File: src/rtl/fs_status_pkg.sv
package fs_status_pkg;

  typedef enum logic [1:0] {
    OP_PAGE   = 2'd0,
    OP_SECTOR = 2'd1,
    OP_BULK   = 2'd2,
    OP_NONE   = 2'd3
  } fs_op_e;

  localparam int BIT_BUSY = 0;
  localparam int BIT_WEL  = 1;
  localparam int BIT_LVL0 = 2;
  localparam int BIT_LVL1 = 3;
  localparam int BIT_LOCK = 7;

  // Is a quarter of the array (top two address bits) inside the fence for a level?
  function automatic logic quarter_fenced(input logic [1:0] quarter, input logic [1:0] lvl);
    case (lvl)
      2'd1:    return quarter == 2'b11;
      2'd2:    return quarter[1];
      2'd3:    return 1'b1;
      default: return 1'b0;
    endcase
  endfunction

  // First fenced quarter for a level (0 when nothing or everything is fenced).
  function automatic logic [1:0] fence_start(input logic [1:0] lvl);
    case (lvl)
      2'd1:    return 2'b11;
      2'd2:    return 2'b10;
      default: return 2'b00;
    endcase
  endfunction

endpackage

File: src/rtl/fs_wp_sync.sv
module fs_wp_sync #(
  parameter int STAGES = 2
) (
  input  logic clk,
  input  logic rst_n,
  input  logic pin_in,
  output logic pin_sync
);
  logic [STAGES-1:0] chain;

  generate
    if (STAGES == 1) begin : g_one
      always_ff @(posedge clk) begin
        if (!rst_n) chain <= '1;
        else        chain <= pin_in;
      end
    end else begin : g_many
      always_ff @(posedge clk) begin
        if (!rst_n) chain <= '1;
        else        chain <= {chain[STAGES-2:0], pin_in};
      end
    end
  endgenerate

  assign pin_sync = chain[STAGES-1];
endmodule

File: src/rtl/fs_range_check.sv
module fs_range_check
  import fs_status_pkg::*;
#(
  parameter int ADDR_W = 17
) (
  input  logic              clk,
  input  logic              rst_n,
  input  logic [ADDR_W-1:0] addr,
  input  logic [1:0]        lvl,
  input  fs_op_e            kind,
  output logic              hit,
  output logic              any,
  output logic [ADDR_W-1:0] base
);
  localparam int LOW_W = ADDR_W - 2;

  logic [1:0] quarter;
  logic       addr_hit;

  assign quarter  = addr[ADDR_W-1:ADDR_W-2];
  assign addr_hit = quarter_fenced(quarter, lvl);
  assign any      = |lvl;
  assign base     = {fence_start(lvl), {LOW_W{1'b0}}};
  assign hit      = (kind == OP_BULK) ? any : addr_hit;

  // an address at or above the reported base is fenced
  p_range_cover_r8: assert property (@(posedge clk) disable iff (!rst_n)
    (kind != OP_BULK && any && addr >= base) |-> hit);

  // an address below the reported base is not fenced
  p_range_below_r8: assert property (@(posedge clk) disable iff (!rst_n)
    (kind != OP_BULK && addr < base) |-> !hit);
endmodule

File: src/rtl/fs_status_core.sv
module fs_status_core
  import fs_status_pkg::*;
(
  input  logic       clk,
  input  logic       rst_n,
  input  logic       cmd_wren,
  input  logic       cmd_wrdi,
  input  logic       cmd_wrsr,
  input  logic [7:0] wrsr_byte,
  input  logic       cs_release,
  input  logic       op_req,
  input  fs_op_e     op_kind,
  input  logic       op_hit,
  input  logic       cycle_done,
  input  logic       wp_sync,
  output logic [7:0] status_byte,
  output logic [1:0] lvl,
  output logic       hw_lock,
  output logic       wrsr_ok,
  output logic       op_grant,
  output logic       op_refuse
);
  logic busy_q, wel_q, arm_q, lock_q;
  logic [1:0] lvl_q;

  logic idle, op_legal, wel_set, wel_drop, arm_clr;

  assign idle     = !busy_q;
  assign hw_lock  = lock_q & ~wp_sync;
  assign wrsr_ok  = cmd_wrsr & idle & wel_q & ~hw_lock;
  assign op_legal = (op_kind != OP_NONE) & ~op_hit;
  assign op_grant = op_req & idle & wel_q & op_legal;
  assign op_refuse = op_req & ~op_grant;

  assign wel_set  = cs_release & arm_q;
  assign wel_drop = wrsr_ok | (op_req & idle) | (cmd_wrdi & idle);
  assign arm_clr  = cs_release | (cmd_wrdi & idle);

  always_ff @(posedge clk) begin
    if (!rst_n) begin
      busy_q <= 1'b0;
      wel_q  <= 1'b0;
      arm_q  <= 1'b0;
      lock_q <= 1'b0;
      lvl_q  <= 2'b00;
    end else begin
      if (arm_clr)               arm_q <= 1'b0;
      else if (cmd_wren && idle) arm_q <= 1'b1;

      if (wel_drop)     wel_q <= 1'b0;
      else if (wel_set) wel_q <= 1'b1;

      if (wrsr_ok || op_grant) busy_q <= 1'b1;
      else if (cycle_done)     busy_q <= 1'b0;

      if (wrsr_ok) begin
        lock_q <= wrsr_byte[BIT_LOCK];
        lvl_q  <= wrsr_byte[BIT_LVL1:BIT_LVL0];
      end
    end
  end

  always_comb begin
    status_byte           = 8'h00;
    status_byte[BIT_BUSY] = busy_q;
    status_byte[BIT_WEL]  = wel_q;
    status_byte[BIT_LVL1:BIT_LVL0] = lvl_q;
    status_byte[BIT_LOCK] = lock_q;
  end
  assign lvl = lvl_q;

  // latch rises only on the cycle after a chip-select release
  p_wel_after_release_r2: assert property (@(posedge clk) disable iff (!rst_n)
    $rose(wel_q) |-> $past(cs_release));

  // write-disable while idle leaves the latch clear
  p_wrdi_clears_r3: assert property (@(posedge clk) disable iff (!rst_n)
    (cmd_wrdi && idle) |=> !wel_q);

  // accepted status write loads the lock bit, sets busy, drops the latch
  p_accept_loads_r4: assert property (@(posedge clk) disable iff (!rst_n)
    wrsr_ok |=> (busy_q && !wel_q && lock_q == $past(wrsr_byte[BIT_LOCK])));

  // without the latch the writable fields stay put
  p_no_wel_hold_r5: assert property (@(posedge clk) disable iff (!rst_n)
    !wel_q |=> ($stable(lock_q) && $stable(lvl_q)));

  // under hardware lock the writable fields stay put
  p_lock_freeze_r6: assert property (@(posedge clk) disable iff (!rst_n)
    hw_lock |=> ($stable(lock_q) && $stable(lvl_q)));

  // the lock can only end through the pin going high
  p_lock_exit_r7: assert property (@(posedge clk) disable iff (!rst_n)
    $fell(hw_lock) |-> $rose(wp_sync));

  // a refused request while idle leaves the latch clear
  p_refuse_drops_wel_r9: assert property (@(posedge clk) disable iff (!rst_n)
    (op_refuse && idle) |=> !wel_q);

  // a grant starts a write cycle
  p_grant_busy_r9: assert property (@(posedge clk) disable iff (!rst_n)
    op_grant |=> busy_q);

  // whole-array erase never granted with a nonzero level
  p_bulk_refused_r10: assert property (@(posedge clk) disable iff (!rst_n)
    (op_req && op_kind == OP_BULK && lvl_q != 2'b00) |-> !op_grant);

  // nothing is accepted during a write cycle
  p_busy_blocks_r11: assert property (@(posedge clk) disable iff (!rst_n)
    busy_q |-> (!op_grant && !wrsr_ok));
endmodule

File: src/rtl/flash_status_guard.sv
module flash_status_guard
  import fs_status_pkg::*;
#(
  parameter int ADDR_W      = 17,
  parameter int SYNC_STAGES = 2
) (
  input  logic              clk,
  input  logic              rst_n,
  input  logic              cmd_wren,
  input  logic              cmd_wrdi,
  input  logic              cmd_wrsr,
  input  logic [7:0]        wrsr_byte,
  input  logic              cs_release,
  input  logic              op_req,
  input  logic [1:0]        op_kind,
  input  logic [ADDR_W-1:0] op_addr,
  input  logic              cycle_done,
  input  logic              wp_n_pin,
  output logic [7:0]        status_byte,
  output logic              hw_lock,
  output logic              wrsr_ok,
  output logic              op_grant,
  output logic              op_refuse,
  output logic              prot_any,
  output logic [ADDR_W-1:0] prot_base
);
  fs_op_e     kind;
  logic       wp_sync;
  logic       op_hit;
  logic [1:0] lvl;

  assign kind = fs_op_e'(op_kind);

  fs_wp_sync #(.STAGES(SYNC_STAGES)) u_sync (
    .clk(clk), .rst_n(rst_n), .pin_in(wp_n_pin), .pin_sync(wp_sync)
  );

  fs_range_check #(.ADDR_W(ADDR_W)) u_range (
    .clk(clk), .rst_n(rst_n), .addr(op_addr), .lvl(lvl), .kind(kind),
    .hit(op_hit), .any(prot_any), .base(prot_base)
  );

  fs_status_core u_core (
    .clk(clk), .rst_n(rst_n),
    .cmd_wren(cmd_wren), .cmd_wrdi(cmd_wrdi), .cmd_wrsr(cmd_wrsr),
    .wrsr_byte(wrsr_byte), .cs_release(cs_release),
    .op_req(op_req), .op_kind(kind), .op_hit(op_hit),
    .cycle_done(cycle_done), .wp_sync(wp_sync),
    .status_byte(status_byte), .lvl(lvl), .hw_lock(hw_lock),
    .wrsr_ok(wrsr_ok), .op_grant(op_grant), .op_refuse(op_refuse)
  );
endmodule

File: config.mk
export PLATFORM = sky130hd
export DESIGN_NAME = flash_status_guard
export DESIGN_NICKNAME = d
export VERILOG_FILES = /design/src/rtl/fs_status_pkg.sv /design/src/rtl/fs_wp_sync.sv /design/src/rtl/fs_range_check.sv /design/src/rtl/fs_status_core.sv /design/src/rtl/flash_status_guard.sv
export SDC_FILE = /design/constraint.sdc
export NUM_CORES = 1
export LEC_CHECK = 0
export ABC_AREA = 0
export BUFFER_PORTS_ARGS = -buffer_cell sky130_fd_sc_hd__buf_4
export CAP_MARGIN = 40
export CORE_ASPECT_RATIO = 1.2
export CORE_UTILIZATION = 35
export DETAILED_ROUTE_END_ITERATION = 12
export GPL_TIMING_DRIVEN = 0
export PLACE_DENSITY = 0.77
export SYNTH_ARGS = -nofsm -noshare
export SYNTH_HDL_FRONTEND = slang
export SYNTH_HIERARCHICAL = 1
export SYNTH_SLANG_ARGS = --single-unit
File: constraint.sdc
create_clock -name clk -period 3.22 [get_ports clk]
set_clock_uncertainty 0.15 [all_clocks]
set_input_delay 0.322 -clock clk [delete_from_list [all_inputs] [get_ports clk]]
set_output_delay 0.322 -clock clk [all_outputs]
set_load 0.05 [all_outputs]
==> results.md, run 1 <==
- TritonCTS built the clock tree.
- The power density over the cells is 281 nW/um^2.
- In the layout the commonest cells are buf_4, conb_1, dfxtp_1, nand2_1, ha_1.
- The clock transition at the registers of the reported paths is 50 ps.
- The number of sinks on the clock net is 8.
- CTS placed an instance of clkbuf_4 at the clock tree root.
- After detailed routing, the number of remaining DRC violations is 0.
- The number of antenna diodes in the final layout is 0.
- The reg2reg setup slack is 1370 ps.
- The most frequent standard cell in the layout excluding fill and tap cells is buf_4.
- The sum of overflow across all layers after global routing is 0.
- The count of cells along the worst register-to-register path is 8.
- The total CTS buffers is 3.
- Power comes to 0.269 mW.
- Max-cap violations in this run came to 0.
- The clock passes through at most 2 buffers.
- The effective utilization at floorplan is 38.5%.
- The worst reg2reg path startpoint is u_core/lvl[1].
- The synthesized netlist devotes 9.67% of its cell area to adder and majority cells.
- The synthesis-to-layout area growth is 48.2%.
- In this run the cell area of the synthesized design comes to 647 um^2.
- The source-to-sink clock delay at the later pin of the worst-skew pair is 250 ps.
- The net count of the finished layout is 163.
- The worst register-to-register path ends at u_core/busy_q.
- The routed design could run at a clock period as short as 2480 ps.
- The width of the chip is 41.2 um.
- Buffers placed on the I/O ports in this run total 27.
- The worst setup path startpoint is u_core/lvl[1].
- The largest family of logic cells by synthesized area is buffers and inverters.
- Summing the areas of all compound-gate instances in the mapped netlist gives 7.93% of the synthesized area.
- The die covers 2020 um^2.
- The detailed-router iteration count before antenna repair is 2.
- After Yosys synthesis, and, or, nand and nor cells account for 19.7% of the synthesized area.
- The share of layout cells above drive strength 1 is 50.0%.
- The maximum number of pins on one net before global-route repair is 9.
- In the synthesized netlist the async set-or-reset flop fraction comes to 0%.
- Of the total synthesized cell area, the portion taken by XOR and XNOR cells is 0%.
- Dividing the detail-routed via count by the number of cells gives 3.88.
- The timing endpoint of the critical path is op_refuse.
- After synthesis, the share of cell area in mux cells is 4.64%.
- The most instantiated flip-flop cell in the synthesis netlist is dfxtp_1.
- The final-report hold violation count came to 0.
- Setup repair after global routing left no endpoint under its margin.
- The height of the chip is 49.1 um.
- For this design, the CTS-stage hold fixing added 0 buffers.
- The class of the most critical setup path is reg -> out.
- 66 I/O pins were placed.
- The count of yosys warnings during synthesis is 6.
- Summed over all cells, the static leakage comes to 0.520 nW.
- Yosys mapped a number of flops with a built-in enable equal to 0.
- STA puts the critical path data required time at 2750 ps.
- Final hold analysis gives a worst-case slack of 103 ps.
- The pre-CTS setup slack is 991 ps.
- The core area is 1680 um^2.
- In this run the mean area of a mapped cell was 8.74 um^2.
- The remaining antenna violation count after routing is 0.
- The cell count after synthesis is 74.
- In this run the biggest area consumer among cell types represents 26.7% of the synthesized area.
- The number of setup buffers added after CTS is 0.
- The startpoint type of the worst setup path is a flop.
- The number of synthesized register bits is 8.
- The highest clock rate is 0.403 GHz.
- Setup violations remaining at the end of the flow were counted as 0.
- The final estimated routing congestion in global placement is 0.658.
- The total routed wirelength is 1120 um.
- The count of vias placed by the detailed router is 535.
- The worst setup margin is 739 ps.
- The flow ran to the end, and the final reports show no timing, DRC or antenna violations.
- The overall global routing resource usage is 11.2%.
- The global-route wire length before repair is 1610 um.
- The end-of-flow core utilization is 57.0%.
- The final critical path takes up 77.0% of the cycle.
- The classification of the worst-slack hold path is in -> reg.
- The netlist uses 22 different library cells.
- The largest area contributor in the netlist is buf_4.
- Summed over all nets, the half-perimeter wirelength after detailed placement is 978 um.
- The number of cell rows is 16.
- IR analysis of the VDD net gives a maximum drop of 184 uV.
- Sequential cells were found to cover 24.8% of the synthesized design area.
- STA classifies the critical path endpoint as an output pin.
- Of all nets on the critical path, the largest fanout is 5.
- The number of antenna violations at the first check in global routing is 0.
- The via count of the first global-routing pass was 436.
- At the worst endpoint, the arrival time is 2010 ps.
- For this block, the initial DRC count from the detailed router was 1.
- In this run, post-CTS repair resized a total of 0 instances.
- The average wire per standard cell is 8.11 um.
- Summed over all failing endpoints, the final setup total negative slack is 0 ps.
- The final count of pins violating max slew is 0.
- Sorting the synthesized cells by area gives the leading types as buf_4, dfxtp_1, ha_1, mux2i_1, nand2b_1.
- CTS built an H-tree with a depth of 1.
-- power by group --
part	internal [mW]	leakage, nW	switching [mW]
sequential	0.101	0.0650	0.000832
combinational	0.0318	0.441	0.0600
clock	0.0426	0.0138	0.0334
total	0.175	0.520	0.0943
-- sequential cells by signal (all words and copies together) (netlist names) --
signal / flops
u_core/wel_q: 1
u_core/busy_q: 1
u_core/arm_q: 1
u_core/lvl: 2
u_sync/chain: 2
u_core/lock_q: 1
-- layout make-up --
cell class	instances	area, um^2
Sequential cell	8	160
Timing Repair Buffer	27	203
Fill cell	179	723
Tap cell	18	22.5
Buffer	25	189
Multi-Input combinational cell	52	343
Clock buffer	3	22.5
Inverter	5	18.8
-- critical path, stage by stage, from the launching register on --
cell       delay, ps
dfxtp_1          400
inv_1            110
ha_1             210
a21o_1           180
a21oi_1          150
o22ai_1           90
nand4bb_1        200
a21oi_2          170
nor2b_1           60
buf_4            190
-- stage by stage --
step	cell area (um^2)	instances
finish	958	138
global route	958	138
CTS	958	138
detailed placement	936	135
global placement	936	135
floorplan	711	90
-- Yosys cell counts, drive strengths merged (2+ instances only) --
cell	instances
nor2b	2
conb	2
ha	5
buf	24
a21oi	4
inv	5
mux2i	3
nor2	3
dfxtp	8
nand2	6
nand2b	4
-- per-layer routing --
layer  GRT usage (%)  vias to the layer above  share of wire [%]
met5               0                        -                  0
met4            4.84                        0                  0
met3            1.37                        0                 11
met2            19.0                       25                 54
met1            13.1                      220                 35
li1                -                      290                  -
-- worst min path at each step --
stage	startpoint	to	slack [ps]	cells past startpoint
2_1_floorplan	u_sync/chain[0]	u_sync/chain[1]	240	1
3_3_place_gp	u_sync/chain[0]	u_sync/chain[1]	240	1
3_5_place_dp	u_sync/chain[0]	u_sync/chain[1]	250	1
4_1_cts	rst_n	u_sync/chain[0]	100	2
5_1_grt	rst_n	u_sync/chain[1]	100	2
6_report	rst_n	u_sync/chain[0]	100	2
-- cell families after synthesis --
kind of cell / count (synthesis)
AO/OA/AOI/OAI: 8
other: 2
adder cells (fa/ha/maj): 5
buffers and inverters: 30
AND/OR/NAND/NOR: 18
flip-flops: 8
multiplexers: 3
Note: power is estimated with default switching activity, not from simulation.
==> inputs of run 2 (changes only) <==
--- a/config.mk
+++ b/config.mk
@@ -5,14 +5,14 @@
 export SDC_FILE = /design/constraint.sdc
 export NUM_CORES = 1
 export LEC_CHECK = 0
-export ABC_AREA = 0
+export ABC_AREA = 1
 export BUFFER_PORTS_ARGS = -buffer_cell sky130_fd_sc_hd__buf_4
 export CAP_MARGIN = 40
 export CORE_ASPECT_RATIO = 1.2
 export CORE_UTILIZATION = 35
 export DETAILED_ROUTE_END_ITERATION = 12
 export GPL_TIMING_DRIVEN = 0
-export PLACE_DENSITY = 0.77
+export PLACE_DENSITY = 0.76
 export SYNTH_ARGS = -nofsm -noshare
 export SYNTH_HDL_FRONTEND = slang
 export SYNTH_HIERARCHICAL = 1
==> constraint.sdc (replaced) <==
create_clock -name clk -period 2.4 [get_ports clk]
set_clock_uncertainty 0.15 [all_clocks]
set_input_delay 0.24 -clock clk [delete_from_list [all_inputs] [get_ports clk]]
set_output_delay 0.24 -clock clk [all_outputs]
set_load 0.05 [all_outputs]
==> results.md, run 2 <==
- Of the available clock period, the critical path in the final layout requires 86.1%.
- The final-report hold violation count was 0 (unchanged).
- The number of antenna violations at the first check in global routing was 0 (unchanged).
- The CTS tree is done (unchanged).
- The synthesized area per cell is 6.74 um^2 (was 8.74 um^2).
- The synthesis-to-layout area growth was 46.5% (was 48.2%).
- The most instantiated flip-flop cell in the synthesis netlist was dfxtp_1 (unchanged).
- The worst vdd rail ir drop is 276 uV (was 184 uV).
- The count of port buffers added during placement came to 27 (unchanged).
- The number of enable flip-flop cells after synthesis is 0 (unchanged).
- The sum of overflow across all layers after global routing is 0 (unchanged).
- The total die area came to 2080 um^2 (was 2020 um^2).
- After layout, the minimum clock period comes to 2070 ps.
- The number of antenna diodes was 0 (unchanged).
- The worst reg2reg path startpoint is u_core/lvl[1] (unchanged).
- The worst setup path startpoint was u_core/lvl[1] (unchanged).
- The detailed-router iteration count before antenna repair came to 2 (unchanged).
- The final count of pins violating max slew came to 0 (unchanged).
- The cell count after synthesis was 99 (was 74).
- The final-layout fill cell count is 170 (was 179).
- The maximum fanout count along the critical path was 5 (unchanged).
- The maximum number of pins on one net before global-route repair is 9 (unchanged).
- The startpoint type of the worst setup path is a flop (unchanged).
- Top cells by count, synth: buf_4, nand2_1, inv_1 (was buf_4, dfxtp_1, nand2_1).
- The count of yosys warnings during synthesis is 6 (unchanged).
- The count of hold-fix buffers inserted at cts came to 0 (unchanged).
- The detailed router's first-iteration violation count is 3 (was 1).
- The number of non-filler instances in the completed layout is 163 (was 138).
- Most frequent cells in the layout: buf_4, nand2_1, conb_1, inv_1 (was buf_4, conb_1, dfxtp_1, nand2_1, ha_1).
- The remaining antenna violation count after routing is 0 (unchanged).
- The power density over the cells is 370 nW/um^2 (was 281 nW/um^2).
- The max-cap violation count is 0 (unchanged).
- The final estimated routing congestion in global placement is 0.721 (was 0.658).
- The count of pins on the block boundary is 66 (unchanged).
- The number of library cell types mapped by synthesis is 17 (was 22).
- Run status: finished, final reports clean (unchanged).
- The leading cell type by number of instances after synthesis is buf_4 (unchanged).
- The source-to-sink clock delay at the later pin of the worst-skew pair is 250 ps (about the same).
- The classification of the worst-slack hold path is in -> reg (unchanged).
- The global-route wire length before repair came to 2060 um (was 1610 um).
- The highest clock rate is 0.484 GHz.
- The share of flip-flops with an asynchronous set or reset came to 0% (unchanged).
- Synth top area cells: buf_4, dfxtp_1, nand2_1, ha_1, inv_1 (was buf_4, dfxtp_1, ha_1, mux2i_1, nand2b_1).
- The fraction of the yosys area taken by sequential cells is 24.0% (was 24.8%).
- The clock tree root driver cell is clkbuf_4 (unchanged).
- The number of cell rows is 16 (unchanged).
- Unrepaired setup endpoints after global routing: no (unchanged).
- The number of synthesized register bits is 8 (unchanged).
- The total setup violations reported at the end of the flow is 0 (unchanged).
- The height of the chip is 49.8 um (was 49.1 um).
- The share of layout cells above drive strength 1 was 41.4% (was 50.0%).
- The post-CTS resize count was 0 (unchanged).
- The total CTS buffers is 3 (unchanged).
- The pre-CTS setup slack is 574 ps (was 991 ps).
- The effective utilization at floorplan is 39.2% (was 38.5%).
- The largest area contributor in the netlist is buf_4 (unchanged).
- The width of the chip came to 41.8 um (was 41.2 um).
- The class of the most critical setup path is reg -> out (unchanged).
- The timing endpoint of the critical path is op_refuse (unchanged).
- The data arrival time of the critical path was 1680 ps (was 2010 ps).
- The most frequent standard cell in the layout excluding fill and tap cells was buf_4 (unchanged).
- The buffer depth of the longest clock path is 2 (unchanged).
- The number of H-tree levels is 1 (unchanged).
- The number of vias per cell after detailed routing came to 3.83 (was 3.88).
- The final net count is 188 (was 163).
- The count of vias placed by the detailed router is 624 (was 535).
- The worst setup margin was 334 ps (was 739 ps).
- The half-perimeter wire length after placement is 1070 um (was 978 um).
- The count of cells along the worst register-to-register path came to 11 (was 8).
- The required time of the critical path is 2010 ps (was 2750 ps).
- The via count of the first global-routing pass is 545 (was 436).
- The static leakage is 0.608 nW (was 0.520 nW).
- The overall global routing resource usage was 12.6% (was 11.2%).
- The core area is 1700 um^2 (was 1680 um^2).
- The number of setup buffers added after CTS is 0 (unchanged).
- The critical register-to-register path endpoint is u_core/busy_q (unchanged).
- The share of the synthesized area in the top cell type is 25.9% (was 26.7%).
- The number of sinks on the clock net was 8 (unchanged).
- The final routed DRC violation total is 0 (unchanged).
- The total routed wirelength is 1240 um (was 1120 um).
- The endpoint kind of the worst setup timing path is an output pin (unchanged).
- The reg2reg setup slack is 840 ps (was 1370 ps).
- The post-route setup TNS is 0 ps (unchanged).
- The number of placed cells counting well taps is 160 (was 135).
- The post-synthesis cell area came to 667 um^2 (was 647 um^2).
- The average wire per standard cell is 7.61 um (was 8.11 um).
- The clock transition at the registers of the reported paths is 50 ps (about the same).
## run 2: cell types whose count changed after synthesis, sizes merged, moves of 2 or more
cell    change
nand2      +14
inv        +13
nor2        +8
nand3       +6
nand2b      -4
mux2i       -3
a21oi       -2
nor2b       -2
nor3        +2
## run 2: final cells by class
cell class / instances / area [um^2] / share of cell area, %
Timing Repair Buffer: 27 / 203 / 20.7
Tap cell: 18 / 22.5 / 2.30
Sequential cell: 8 / 160 / 16.4
Inverter: 18 / 67.6 / 6.91
Multi-Input combinational cell: 66 / 329 / 33.7
Buffer: 23 / 173 / 17.7
Clock buffer: 3 / 22.5 / 2.30
## run 2: worst min path at each step
stage	from	end	slack, ps	cells after the start
floorplan	rst_n	u_sync/chain[0]	160	1
global placement	u_sync/chain[0]	u_sync/chain[1]	240	2
detailed placement	u_sync/chain[0]	u_sync/chain[1]	250	2
CTS	wp_n_pin	u_sync/chain[0]	7	3
global route	cs_release	u_core/arm_q	10	2
finish	wp_n_pin	u_sync/chain[0]	10	3
## run 2: through the flow
| step | power (mW) | hold slack (ps) | cell area [um^2] | util, % |
|---|---|---|---|---|
| 6_report | 0.361 | 14.7 | 977 | 57.4 |
| 5_1_grt | 0.381 | 12.9 | 977 | 57.4 |
| 4_1_cts | 0.367 | 6.62 | 977 | 57.4 |
| 3_5_place_dp | 0.264 | 246 | 955 | 56.1 |
| 3_3_place_gp | 0.263 | 236 | 955 | 56.1 |
| 2_1_floorplan | 0.238 | 159 | 729 | - |
## run 2: report_power, final
part	switching, mW	internal (mW)
Combinational	0.0838	0.0421
Clock	0.0422	0.0570
Sequential	0.000989	0.135
## run 2: logic make-up after synthesis
family / after synthesis / share of synthesized area (%)
buffers and inverters: 41 / 36.0
flip-flops: 8 / 24.0
AO/OA/AOI/OAI: 3 / 2.81
adder cells (fa/ha/maj): 5 / 9.38
other: 2 / 1.13
AND/OR/NAND/NOR: 40 / 26.6
## run 2: metal layers
metal / track usage, % / vias to the layer above / routed length (um) / part of all wire (%)
met1: 12.9 / 254 / 468 / 38
met3: 1.47 / 2 / 79 / 6.4
met5: 0 / - / 0 / 0
met2: 24.2 / 24 / 683 / 55
li1: - / 344 / - / -
met4: 6.45 / 0 / 9 / 0.73
## run 2: worst max-delay path, cell delays in order (launching register included)
cell and delay [ps]:
dfxtp_1 390, inv_1 100, ha_1 200, nand3_1 80, nand3_1 70, nand2_1 60, nand2_1 50, inv_1 50
nand2_1 60, nor2_2 160, nor2_2 50, buf_4 180
